`config.mk`:
```
export PLATFORM = sky130hd
export DESIGN_NAME = opaddr_gen
export DESIGN_NICKNAME = d
export VERILOG_FILES = /design/src/rtl/opaddr_gen.sv
export SDC_FILE = /design/constraint.sdc
export NUM_CORES = 1
export LEC_CHECK = 0
export BUFFER_PORTS_ARGS = -buffer_cell sky130_fd_sc_hd__buf_2
export CELL_PAD_IN_SITES_DETAIL_PLACEMENT = 1
export CELL_PAD_IN_SITES_GLOBAL_PLACEMENT = 1
export CORE_AREA = 5 5 175 177
export CTS_CLUSTER_SIZE = 14
export DETAILED_ROUTE_END_ITERATION = 16
export DIE_AREA = 0 0 180 182
export PLACE_DENSITY = 0.92
export SLEW_MARGIN = 40
export SYNTH_ARGS = -nofsm -noshare
export SYNTH_HDL_FRONTEND = slang
export SYNTH_SLANG_ARGS = --single-unit
```
`constraint.sdc`:
```
create_clock -name clk -period 7.8 [get_ports clk]
set_clock_uncertainty 0.1 [all_clocks]
set_input_delay 1.56 -clock clk [delete_from_list [all_inputs] [get_ports clk]]
set_output_delay 1.56 -clock clk [all_outputs]
set_load 0.05 [all_outputs]
```
`src/rtl/opaddr_gen.sv`:
```
module opaddr_gen #(
  parameter int AW = 32,
  parameter int DISP_W = 16
) (
  input  logic          clk,
  input  logic          rst_n,
  input  logic          req_i,
  input  logic [3:0]    mode_i,
  input  logic [AW-1:0] base_i,
  input  logic [AW-1:0] index_i,
  input  logic [AW-1:0] pc_i,
  input  logic [DISP_W-1:0] disp_i,
  input  logic [1:0]    scale_i,
  output logic          busy_o,
  output logic          addr_valid_o,
  output logic [AW-1:0] addr_o,
  output logic          illegal_o,
  output logic          wb_en_o,
  output logic [AW-1:0] wb_data_o,
  output logic          mem_req_o,
  output logic [AW-1:0] mem_addr_o,
  input  logic          mem_ack_i,
  input  logic [AW-1:0] mem_rdata_i
);
  localparam logic [3:0] M_REGIND  = 4'd0;
  localparam logic [3:0] M_BDISP   = 4'd1;
  localparam logic [3:0] M_PCREL   = 4'd2;
  localparam logic [3:0] M_BIDX    = 4'd3;
  localparam logic [3:0] M_SCALED  = 4'd4;
  localparam logic [3:0] M_POSTINC = 4'd5;
  localparam logic [3:0] M_POSTDEC = 4'd6;
  localparam logic [3:0] M_PREUPD  = 4'd7;
  localparam logic [3:0] M_MEMIND  = 4'd8;

  typedef enum logic [1:0] {S_IDLE, S_WAIT, S_DONE} st_t;
  st_t state;
  logic [AW-1:0] ptr_q, ind_q;
  logic [AW-1:0] addr_c, wb_c;
  logic legal_c, wb_c_en, ind_c;

  wire go = req_i && (state == S_IDLE);
  wire [AW-1:0] disp_x = {{(AW-DISP_W){disp_i[DISP_W-1]}}, disp_i};
  wire [AW-1:0] step   = AW'(1) << scale_i;
  wire [AW-1:0] scaled = index_i << scale_i;

  always_comb begin
    addr_c  = base_i;
    wb_c    = base_i;
    legal_c = 1'b1;
    wb_c_en = 1'b0;
    ind_c   = 1'b0;
    case (mode_i)
      M_REGIND:  addr_c = base_i;
      M_BDISP:   addr_c = base_i + disp_x;
      M_PCREL:   addr_c = pc_i + disp_x;
      M_BIDX:    addr_c = base_i + index_i;
      M_SCALED:  addr_c = base_i + scaled;
      M_POSTINC: begin wb_c = base_i + step; wb_c_en = 1'b1; end
      M_POSTDEC: begin wb_c = base_i - step; wb_c_en = 1'b1; end
      M_PREUPD:  begin addr_c = base_i + disp_x; wb_c = addr_c; wb_c_en = 1'b1; end
      M_MEMIND:  ind_c = 1'b1;
      default:   legal_c = 1'b0;
    endcase
  end

  assign addr_valid_o = (go && legal_c && !ind_c) || (state == S_DONE);
  assign addr_o       = (state == S_DONE) ? ind_q : addr_c;
  assign wb_en_o      = go && wb_c_en;
  assign wb_data_o    = wb_c;
  assign illegal_o    = go && !legal_c;
  assign busy_o       = (state != S_IDLE);
  assign mem_req_o    = (state == S_WAIT);
  assign mem_addr_o   = ptr_q;

  always_ff @(posedge clk or negedge rst_n) begin
    if (!rst_n) begin
      state <= S_IDLE;
      ptr_q <= '0;
      ind_q <= '0;
    end else begin
      case (state)
        S_IDLE: if (go && ind_c) begin
          state <= S_WAIT;
          ptr_q <= base_i;
        end
        S_WAIT: if (mem_ack_i) begin
          state <= S_DONE;
          ind_q <= mem_rdata_i;
        end
        default: state <= S_IDLE;
      endcase
    end
  end
endmodule

```
---- Yosys cells after proc, flatten, opt, wreduce, memory -nomap -nowiden ----
Cells that the tools add are included.
Widths: inputs -> output; s select.
cells by class
  add/subtract/negate cells ............... 6
  equality and inequality tests ........... 12
  shift operators ......................... 2
  mux-type cells .......................... 9
  reduce and logical (&&, ||, !) cells .... 18
operators by type and width
  kind                  count
  $add 32x32->32        5
  $pmux 32 s4           1
  $pmux 32 s3           1
  $mux 32               1
  $shl 1x2->32 const A  1
  $shl 32x2->32         1
  $sub 32x32->32        1
  $eq 4x3->1 const B    4
  $reduce_or 9->1       1
  $eq 4x2->1 const B    2
  $logic_and 1x1->1     6
  $reduce_and 2->1      3
  $eq 4x1->1 const B    1
  $eq 4x4->1 const B    1
  $logic_not 4->1       1
  $mux 2                2
  $ne 2x1->1 const B    2
  $pmux 2 s2            1
  $mux 1                3
  $reduce_or 3->1       1
  $eq 2x1->1 const B    1
  $eq 2x2->1 const B    1
  $logic_not 1->1       2
  $logic_not 2->1       1
  other kinds (3)       3
word-level totals
  bits in registers ....................... 66
  input bits .............................. 154
  output and inout port bits .............. 101

---- Logic depth before layout (Yosys ltp) ----
Gate-level depths: netlist of the first run.
  depth in word-level cells ............... 6
  gate-level depth with buffers ........... 19

---- Worst setup path after synthesis of the first run ----
Ideal clock, no wire load.
  path kind ............................... in2out
  start point ............................. input port scale_i[0]
  end point ............................... output port wb_data_o[26]
  data arrival time ....................... 6329 ps
  data required time ...................... 6140 ps
  path slack .............................. -189 ps
  stages on the path ...................... 18
  path through ............................ clkbuf_1 > buf_1 > nor2_1 > inv_1 > ha_1 > inv_1 > o21ai_0 > ha_1 > a211o_1 > a21oi_1 > o31ai_1 > and3_1 > o21ai_1 > o2111ai_1 > nand3_1 > nand2_1 > xnor2_1 > o21ai_0
on the way
  cells in the longest elaborated chain, start to end .. 3
  elaborated cells on any way between the ends .. 4
RTL lines
  item                                                     RTL line  RTL
  start, declared                                          13        input logic [1:0] scale_i,
  $shl 1x2->32 (*)                                         43        wire [AW-1:0] step = AW'(1) << scale_i;
  $sub 32x32->32 / $add 32x32->32 (equally long branches)  59, 58
  $pmux 32 s3 (*)                                          52        case (mode_i)
  end, declared                                            19        output logic [AW-1:0] wb_data_o,
Every way passes the cells marked *; elsewhere a longest branch is shown, timed or not.

---- Worst setup path after layout of the first run ----
  start point ............................. input port mode_i[3]
  end point ............................... output port addr_o[29]
on the way
  cells in the longest elaborated chain, start to end .. 4
  elaborated cells on any way between the ends .. 8
RTL lines
  item                                             RTL line  RTL
  start, declared                                  8         input logic [3:0] mode_i,
  $eq 4x3->1 / $eq 4x1->1 (equally long branches)  52
  $reduce_or 2->1 (no line)                        -
  $pmux 32 s4 (*)                                  52
  $mux 32 (*)                                      67        assign addr_o = (state == S_DONE) ? ind_q : addr_c;
  end, declared                                    16        output logic [AW-1:0] addr_o,
Marks and branches as above.

==> results of run 1 <==
==> layout make-up <==
type / count / share of cell area [%]
Sequential cell: 66 / 12.08
Tap cell: 390 / 3.569
Antenna cell: 1 / 0.01830
Timing Repair Buffer: 279 / 10.83
Clock inverter: 6 / 0.4758
Multi-Input combinational cell: 1371 / 69.97
Clock buffer: 10 / 1.748
Inverter: 48 / 1.318
==> placed cells by master (no fill, tap or decap), types with 45 or more instances in the layout <==
master,Yosys,routed
buf_2,5,252
dfrtp_1,66,66
nand2_1,169,169
mux2_2,73,73
o21ai_0,121,119
xnor2_1,69,69
nor2_1,133,132
inv_1,46,46
a21o_1,45,45
a21oi_1,168,168
ha_1,126,126
==> metal layers <==
metal / vias up / track usage [%] / wire [um]
met3: 220 / 7.873 / 6121
met1: 6802 / 43.29 / 23240
met2: 878 / 51.45 / 24420
li1: 6239 / - / -
met4: 2 / 17.53 / 3736
met5: - / 0 / 13
==> stage by stage <==
| step | total power [mW] | hold slack (ns) |
|---|---|---|
| final | 2.493 | 0.4006 |
| after global routing | 2.599 | 0.4128 |
| after global placement | 1.961 | 0.3614 |
| after detailed placement | 2.007 | 0.3879 |
| after CTS | 2.458 | 0.4019 |
| after floorplan | 1.517 | 0.3740 |
==> synthesized netlist by cell type (all sizes together), types with 17 or more instances <==
library cell / number
o21a: 17
nand4: 21
mux2: 73
xnor2: 69
o211ai: 17
a21o: 46
a221oi: 20
nor2: 134
a21oi: 169
nand2: 169
a22oi: 19
nand3: 24
o21ai: 128
and3: 20
nor3: 24
o21bai: 23
xor2: 44
clkbuf: 64
mux2i: 21
dfrtp: 66
inv: 46
ha: 126
==> final timing paths <==
check / end / cells past startpoint / startpoint
worst max-delay path: addr_o[29] / 17 / mode_i[3]
worst min-delay path: mem_addr_o[12] / 1 / mem_addr_o[12]
worst max register to register: mem_addr_o[24] / 4 / state[1]
worst min register to register: mem_addr_o[12] / 1 / mem_addr_o[12]
max in group asynchronous: ind_q[11] / 1 / rst_n
min in group asynchronous: mem_addr_o[26] / 1 / rst_n
==> power groups by stage <==
stage	Clock, mW	Sequential, mW	Combinational (mW)
CTS	0.440	0.495	1.52
floorplan	0	0.630	0.887
global route	0.458	0.507	1.63
finish	0.436	0.496	1.56
global placement	0	0.491	1.47
detailed placement	0	0.500	1.51
==> registers in the layout (all words and copies together) (netlist names) <==
signal / flops
state: 2
mem_addr_o: 32
ind_q: 32
==> kinds of logic (layout without fill, tap and decap cells) <==
logic type               Yosys count  after routing  synth area share (%)
AO/OA/AOI/OAI                    566            566                 31.77
adder cells (fa/ha/maj)          130            130                 14.22
flip-flops                        66             66                 14.18
buffers and inverters            125            343                 4.081
multiplexers                      94             94                 8.860
XOR/XNOR                         113            113                 8.495
other                              0              1                     0
AND/OR/NAND/NOR                  468            468                 18.40
==> repair_timing <==
item	4_1_cts	5_1_grt
endpoints found under the setup margin	2	3
hold buffers	0	0
hold endpoints to repair	0	0
resized for setup	1	2
==> run summary, run 1 <==
vias in the first global route: 14,223
filler cell count: 3,728
Layout Cells excl Fill: 2,171
GRT Residual Overflow: 0
Place WS: 0.03519 ns
pin count of the biggest net entering global routing: 67
Max Cap Viol: 0
TritonRoute pass-1 iters: 6
FFs w/ async S/R, synth: 100.0%
Peak Freq: 131.2 MHz
placed insts: 2,154
leakage: 6.478 nW
clock sink count: 66
Setup Fix Bufs, Post-CTS: 0
aggregate routed wire length: 57,530 um
top cells by area, synth: dfrtp_1 (14%), ha_1 (14%), a21oi_1 (7.2%)
worst hold-check path type: reg2reg
core area: 29,090 um^2
initial core utilization: 40.05%
Comb pwr share: 62.6%
Yosys top cell by area: dfrtp_1
via/cell ratio: 6.514
Synth top area share: 14.18%
Hold Vio Cnt, Final: 0
die area: 32,760 um^2
cell family with most CP delay: compound AO/OA/AOI/OAI gates
Root Buffer: clkbuf_16
share of post-route cells with drive strength above 1: 22.53%
unrepaired setup endpoints after global routing: no
critical path launch point type: input pin
Die H: 182 um
crit end category: primary output
Clock transition at path regs: 0.06 ns
CTS tree: done
status: finished, final reports clean
routed vias: 14,141
Worst path max stage delay: 0.43 ns
number of flops mapped to enable cells by yosys: 0
buffers and inverters on the worst path: 3
Bufs on Longest Clock Path: 2
setup_tns: 0 ns
Yosys reg bits: 66
Area Overhead vs Synth: 17.37%
Rel. slew slack: 41.26%
Rows: 63
Post-DP HPWL: 45,250 um
Syn Nets: 1,846
Initial DRC Count: 1,626
WS Path Type: in2out
Routability Congestion: 1.044
Register Area: 1652 um^2
Final #Nets: 2,059
Yosys warning count: 0
Post-Synthesis Cells: 1,562
Placement Cell Area: 13,350 um^2
total track usage: 33.33%
Die Wd: 180 um
flop2flop setup slack: 5.62 ns
Period Utilization, post-route: 97.70%
endpoint arrival time on the critical path: 5.96 ns
Netlist cell types: 78
Seq pwr share: 19.9%
Final Cell Area: 13,670 um^2
slowest CP cell: nand2b_1
Final Worst Setup Slack: 0.1790 ns
Final ANT Viol Nets: 0
Int Pwr: 1.193 mW
first-pass GRT wire length: 85,640 um
main flop type after synthesis: dfrtp_1
crit path max fanout: 11
port buffer count: 254
Final Util: 47.01%
worst-path cell chain: buf_2 -> nand2b_1 -> nor3_4 -> nand2_1 -> o221ai_1 -> ha_1 -> inv_1 -> o21bai_1 -> nor3_2 -> a31oi_1 -> a41o_1 -> a21oi_1 -> o21ai_0 -> xor2_1 -> a221oi_1 -> a21oi_1 -> buf_2
sequential area share after synthesis: 14.18%
Pwr Density: 182.3 nW/um^2
Mapped Area: 11,650 um^2
Post-Syn Area per Cell: 7.458 um^2
Routed wire per std cell: 26.50 um
CP Data Required Time: 6.14 ns
I/O pins: 255
multi-input logic area: 9567 um^2
Max rail drop VDD: 0.0001175 V
worst slew pin tran: 0.8812 ns
Net Switching: 1.301 mW
initial antenna violation count: 4
# DRC: 0
switching portion of total power: 52.17%
Slew Viols, Final: 0
final setup fails: 0
Num CTS Buffers: 9
later-pin clock latency in the skew report: 0.34 ns
H-tree level count: 3
post-layout min period: 7.621 ns
part of the power in the clock network: 17.5%
No activity file was read; power rests on OpenSTA's default activity.
==> run 2, diff against run 1 <==
==> constraint.sdc (replaced) <==
create_clock -name clk -period 7.8 [get_ports clk]
set_clock_uncertainty 0.1 [all_clocks]
set_input_delay 1.17 -clock clk [delete_from_list [all_inputs] [get_ports clk]]
set_output_delay 1.17 -clock clk [all_outputs]
set_load 0.05 [all_outputs]
==> run summary, run 2 (synthesis gave the netlist of run 1 again) <==
Peak Freq: 136.9 MHz (was 131.2 MHz)
setup_tns: 0 ns (unchanged)
Num CTS Buffers: 9 (unchanged)
TritonRoute pass-1 iters: 5 (was 6)
GRT Residual Overflow: 0 (unchanged)
port buffer count: 254 (unchanged)
via/cell ratio: 6.438 (was 6.514)
Initial DRC Count: 1,525 (was 1,626)
# DRC: 0 (unchanged)
Clock transition at path regs: 0.06 ns (about the same)
post-layout min period: 7.304 ns (was 7.621 ns)
worst-path cell chain: buf_2 -> clkinv_1 -> nor2_1 -> nand2_1 -> o21ai_0 -> buf_4 -> ha_1 -> a211o_1 -> o311ai_0 -> o211ai_1 -> o211ai_1 -> a21boi_0 -> nor2_1 -> xor2_1 -> mux2_2 -> a31oi_1 -> buf_2 (was buf_2 -> nand2b_1 -> nor3_4 -> nand2_1 -> o221ai_1 -> ha_1 -> inv_1 -> o21bai_1 -> nor3_2 -> a31oi_1 -> a41o_1 -> a21oi_1 -> o21ai_0 -> xor2_1 -> a221oi_1 -> a21oi_1 -> buf_2)
buffers and inverters on the worst path: 4 (was 3)
Final Util: 46.83% (was 47.01%)
Routed wire per std cell: 26.57 um (was 26.50 um)
later-pin clock latency in the skew report: 0.36 ns (was 0.34 ns)
slowest CP cell: nor2_1 (was nand2b_1)
post_cts resized: 0 (was 1)
worst slew pin tran: 0.7904 ns (was 0.8812 ns)
Root Buffer: clkbuf_16 (unchanged)
Bufs on Longest Clock Path: 2 (unchanged)
most frequent cells in the layout: buf_2 (253), nand2_1 (169), a21oi_1 (168) (was buf_2 (252), nand2_1 (169), a21oi_1 (168))
pin count of the biggest net entering global routing: 67 (unchanged)
WS Path Type: in2out (unchanged)
share of post-route cells with drive strength above 1: 22.15% (was 22.53%)
crit end category: primary output (unchanged)
CTS tree: done (unchanged)
Placement Cell Area: 13,290 um^2 (was 13,350 um^2)
Hold Vio Cnt, Final: 0 (unchanged)
CP Data Required Time: 6.53 ns (was 6.14 ns)
clock sink count: 66 (unchanged)
Period Utilization, post-route: 93.64% (was 97.70%)
Setup Fix Bufs, Post-CTS: 0 (unchanged)
leakage: 6.446 nW (was 6.478 nW)
aggregate routed wire length: 57,530 um (about the same)
Rows: 63 (unchanged)
crit path max fanout: 27 (was 11)
initial antenna violation count: 1 (was 4)
Max Cap Viol: 0 (unchanged)
first-pass GRT wire length: 86,300 um (was 85,640 um)
final setup fails: 0 (unchanged)
critical path launch point type: input pin (unchanged)
commonest non-fill, non-tap cell in the layout: buf_2 (unchanged)
die area: 32,760 um^2 (unchanged)
Die H: 182 um (unchanged)
I/O pins: 255 (unchanged)
initial core utilization: 40.05% (unchanged)
hold_buf cts: 0 (unchanged)
cell family with most CP delay: compound AO/OA/AOI/OAI gates (unchanged)
Area Overhead vs Synth: 16.92% (was 17.37%)
vias in the first global route: 14,089 (was 14,223)
Post-DP HPWL: 45,470 um (was 45,250 um)
status: finished, final reports clean (unchanged)
Tot Pwr: 2.527 mW (was 2.493 mW)
Rel. slew slack: 47.13% (was 41.26%)
Final Cell Area: 13,620 um^2 (was 13,670 um^2)
unrepaired setup endpoints after global routing: no (unchanged)
Worst path max stage delay: 0.46 ns (was 0.43 ns)
worst hold-check path type: reg2reg (unchanged)
H-tree level count: 3 (unchanged)
total track usage: 33.64% (was 33.33%)
core area: 29,090 um^2 (unchanged)
Pwr Density: 185.6 nW/um^2 (was 182.3 nW/um^2)
endpoint arrival time on the critical path: 6.03 ns (was 5.96 ns)
Final ANT Viol Nets: 0 (unchanged)
Die Wd: 180 um (unchanged)
routed vias: 13,938 (was 14,141)
Slew Viols, Final: 0 (unchanged)
Routability Congestion: 1.018 (was 1.044)
Final #Nets: 2,053 (was 2,059)
Max rail drop VDD: 0.0001170 V (was 0.0001175 V)
-- run 2: cell type report --
type	count	area, um^2
inverters	48	180.2
fillers	3733	15470
clock buffers	10	239.0
flip-flops and latches	66	1652
clock inverters	6	88.84
diodes	1	2.502
well taps	390	488.0
repair buffers	273	1420
multi-input cells	1371	9550
-- run 2: per-stage QoR --
stage,hold WS (ns),instances,setup WS [ns]
2_1_floorplan,0.3740,1562,0.5911
3_3_place_gp,0.3619,2148,0.7204
3_5_place_dp,0.3724,2148,0.6656
4_1_cts,0.3876,2164,0.6340
5_1_grt,0.4186,2164,0.2974
6_report,0.3875,2165,0.4958
-- run 2: per-layer routing --
| metal | up-vias | global-route usage, % | wire (um) | share of wire, % |
|---|---|---|---|---|
| met1 | 6738 | 43.36 | 23680 | 41 |
| li1 | 6235 | - | - | - |
| met4 | 0 | 19.41 | 3781 | 6.6 |
| met5 | - | 0 | 0 | 0 |
| met3 | 203 | 7.312 | 5356 | 9.3 |
| met2 | 762 | 51.95 | 24710 | 43 |
-- run 2: final timing paths --
kind | endpoint | cells past startpoint | slack (ns) | start
setup reg to reg | mem_addr_o[11] | 4 | 5.66 | state[1]
max in group asynchronous | mem_addr_o[2] | 1 | 6.42 | rst_n
hold / removal | mem_addr_o[0] | 2 | 0.39 | mem_addr_o[0]
hold reg to reg | mem_addr_o[0] | 2 | 0.39 | mem_addr_o[0]
setup / recovery | wb_data_o[27] | 17 | 0.50 | mode_i[1]
min in group asynchronous | mem_addr_o[28] | 1 | 0.70 | rst_n
-- run 2: worst register-to-register path: cells and delay by family, from the launching register on --
kind,cells,cell delay (ns)
multiplexers,1,0.50
AND/OR/NAND/NOR,3,1.02
flip-flops,1,0.41
-- run 2: where the power goes --
group | switching [mW] | internal, mW
combinational | 1.06 | 0.490
clock | 0.191 | 0.289
sequential | 0.0560 | 0.439
==> run 3, diff against run 2 <==
Settings changed: CORE_AREA 5 5 175 177 to 5 5 169 171, DIE_AREA 0 0 180 182 to 0 0 174 176, PLACE_DENSITY 0.92 to 0.95.
Clock period 7.8 ns to 9.16 ns, I/O delays scaled along.
==> run summary, run 3 (synthesis gave the netlist of run 1 again) <==
buffers and inverters on the worst path: 4 (unchanged)
final setup fails: 0 (unchanged)
Rel. slew slack: 48.59% (was 47.13%)
Max Cap Viol: 0 (unchanged)
endpoint arrival time on the critical path: 6.27 ns (was 6.03 ns)
Bufs on Longest Clock Path: 2 (unchanged)
post-layout min period: 7.747 ns
Hold Vio Cnt, Final: 0 (unchanged)
Peak Freq: 129.1 MHz
Net Switching: 1.106 mW (was 1.308 mW)
Seq pwr share: 20.2% (was 19.6%)
setup_tns: 0 ns (unchanged)
routed vias: 13,895 (was 13,938)
Die H: 176 um (was 182 um)
Comb pwr share: 62.8% (was 61.4%)
Rows: 60 (was 63)
# DRC: 0 (unchanged)
critical path launch point type: input pin (unchanged)
Pwr Density: 156.3 nW/um^2 (was 185.6 nW/um^2)
initial core utilization: 43.59% (was 40.05%)
clock sink count: 66 (unchanged)
n_diodes: 0 (was 1)
unrepaired setup endpoints after global routing: no (unchanged)
cell family with most CP delay: compound AO/OA/AOI/OAI gates (unchanged)
commonest non-fill, non-tap cell in the layout: buf_2 (unchanged)
crit end category: primary output (unchanged)
Clock transition at path regs: 0.06 ns (about the same)
status: finished, final reports clean (unchanged)
Die Wd: 174 um (was 180 um)
first-pass GRT wire length: 85,660 um (was 86,300 um)
Final ANT Viol Nets: 0 (unchanged)
die area: 30,620 um^2 (was 32,760 um^2)
part of the power in the clock network: 17.0% (was 19.0%)
worst hold-check path type: reg2reg (unchanged)
Routability Congestion: 1.053 (was 1.018)
most frequent cells in the layout: buf_2 (251), nand2_1 (169), a21oi_1 (168) (was buf_2 (253), nand2_1 (169), a21oi_1 (168))
share of post-route cells with drive strength above 1: 21.88% (was 22.15%)
slowest CP cell: buf_2 (was nor2_1)
initial antenna violation count: 1 (unchanged)
Placement Cell Area: 13,190 um^2 (was 13,290 um^2)
CP Data Required Time: 7.69 ns (was 6.53 ns)
core area: 26,730 um^2 (was 29,090 um^2)
crit path max fanout: 27 (unchanged)
Root Buffer: clkbuf_16 (unchanged)
Final Cell Area: 13,490 um^2 (was 13,620 um^2)
total track usage: 35.79% (was 33.64%)
Initial DRC Count: 1,539 (was 1,525)
vias in the first global route: 14,149 (was 14,089)
worst-path cell chain: buf_2 -> clkinv_1 -> nor2_1 -> nand2_1 -> inv_1 -> or2_2 -> ha_1 -> a21o_1 -> a21o_1 -> a221o_1 -> o21ai_1 -> a21boi_0 -> o21a_1 -> o311ai_0 -> o21ai_0 -> a21oi_1 -> buf_2 (was buf_2 -> clkinv_1 -> nor2_1 -> nand2_1 -> o21ai_0 -> buf_4 -> ha_1 -> a211o_1 -> o311ai_0 -> o211ai_1 -> o211ai_1 -> a21boi_0 -> nor2_1 -> xor2_1 -> mux2_2 -> a31oi_1 -> buf_2)
Max rail drop VDD: 0.0001006 V (was 0.0001170 V)
worst slew pin tran: 0.7612 ns (was 0.7904 ns)
later-pin clock latency in the skew report: 0.35 ns (was 0.36 ns)
port buffer count: 254 (unchanged)
Period Utilization, post-route: 84.57%
Final #Nets: 2,048 (was 2,053)
Worst path max stage delay: 0.41 ns (was 0.46 ns)
post_cts resized: 0 (unchanged)
WS Path Type: in2out (unchanged)
via/cell ratio: 6.585 (was 6.438)
switching portion of total power: 52.48% (was 51.77%)
Slew Viols, Final: 0 (unchanged)
GRT Residual Overflow: 0 (unchanged)
hold_buf cts: 0 (unchanged)
pin count of the biggest net entering global routing: 67 (unchanged)
Post-DP HPWL: 45,130 um (was 45,470 um)
CTS tree: done (unchanged)
Setup Fix Bufs, Post-CTS: 0 (unchanged)
aggregate routed wire length: 57,100 um (was 57,530 um)
leakage: 6.411 nW (was 6.446 nW)
H-tree level count: 3 (unchanged)
I/O pins: 255 (unchanged)
filler cell count: 3,435 (was 3,733)
Num CTS Buffers: 9 (unchanged)
Routed wire per std cell: 27.06 um (was 26.57 um)
Int Pwr: 1.002 mW (was 1.219 mW)
Area Overhead vs Synth: 15.76% (was 16.92%)
TritonRoute pass-1 iters: 6 (was 5)
-- run 3: routing by layer --
layer	vias up	GRT usage, %	part of all wire, %
met2	769	55.85	43
met3	216	8.758	10
met5	-	0	0.018
met4	2	20.46	6.9
li1	6236	-	-
met1	6672	45.25	39
-- run 3: worst paths after layout --
path | start | endpoint | cells past startpoint | slack (ns)
max in group asynchronous | rst_n | mem_addr_o[3] | 1 | 7.53
max | mode_i[1] | wb_data_o[16] | 17 | 1.41
min in group asynchronous | rst_n | mem_addr_o[27] | 1 | 0.93
max reg2reg | state[0] | mem_addr_o[3] | 4 | 7.07
min | mem_addr_o[26] | mem_addr_o[26] | 1 | 0.40
min reg2reg | mem_addr_o[26] | mem_addr_o[26] | 1 | 0.40
-- run 3: worst reg2reg max path, cell delays in order, from the launching register on --
cell and delay, ns:
dfrtp_1 0.41, nor2_1 0.19, and2_1 0.27, nand3_4 0.50, mux2_2 0.50
-- run 3: area by class of cell --
cell class	count	area (um^2)	share of cell area (%)
Multi-Input combinational cell	1371	9553	70.84
Clock inverter	5	53.80	0.3990
Inverter	48	180.2	1.336
Sequential cell	66	1652	12.25
Clock buffer	11	232.7	1.726
Timing Repair Buffer	268	1388	10.29
Tap cell	341	426.7	3.164
-- run 3: power groups by stage --
stage	sequential [mW]	combinational [mW]	clock, mW
final	0.425	1.32	0.359
after global routing	0.433	1.39	0.374
after CTS	0.424	1.30	0.359
after detailed placement	0.428	1.28	0
after global placement	0.417	1.25	0
after floorplan	0.537	0.755	0
-- run 3: stage by stage --
stage / power (mW) / hold slack, ns / instances / setup WS, ns / util (%)
5_1_grt: 2.196 / 0.4157 / 2110 / 1.159 / 50.46
3_5_place_dp: 1.712 / 0.3899 / 2094 / 1.562 / 49.37
3_3_place_gp: 1.670 / 0.3648 / 2094 / 1.696 / 49.32
4_1_cts: 2.078 / 0.4028 / 2110 / 1.549 / 50.44
6_report: 2.108 / 0.3997 / 2110 / 1.413 / 50.46
2_1_floorplan: 1.292 / 0.3740 / 1562 / 1.543 / -
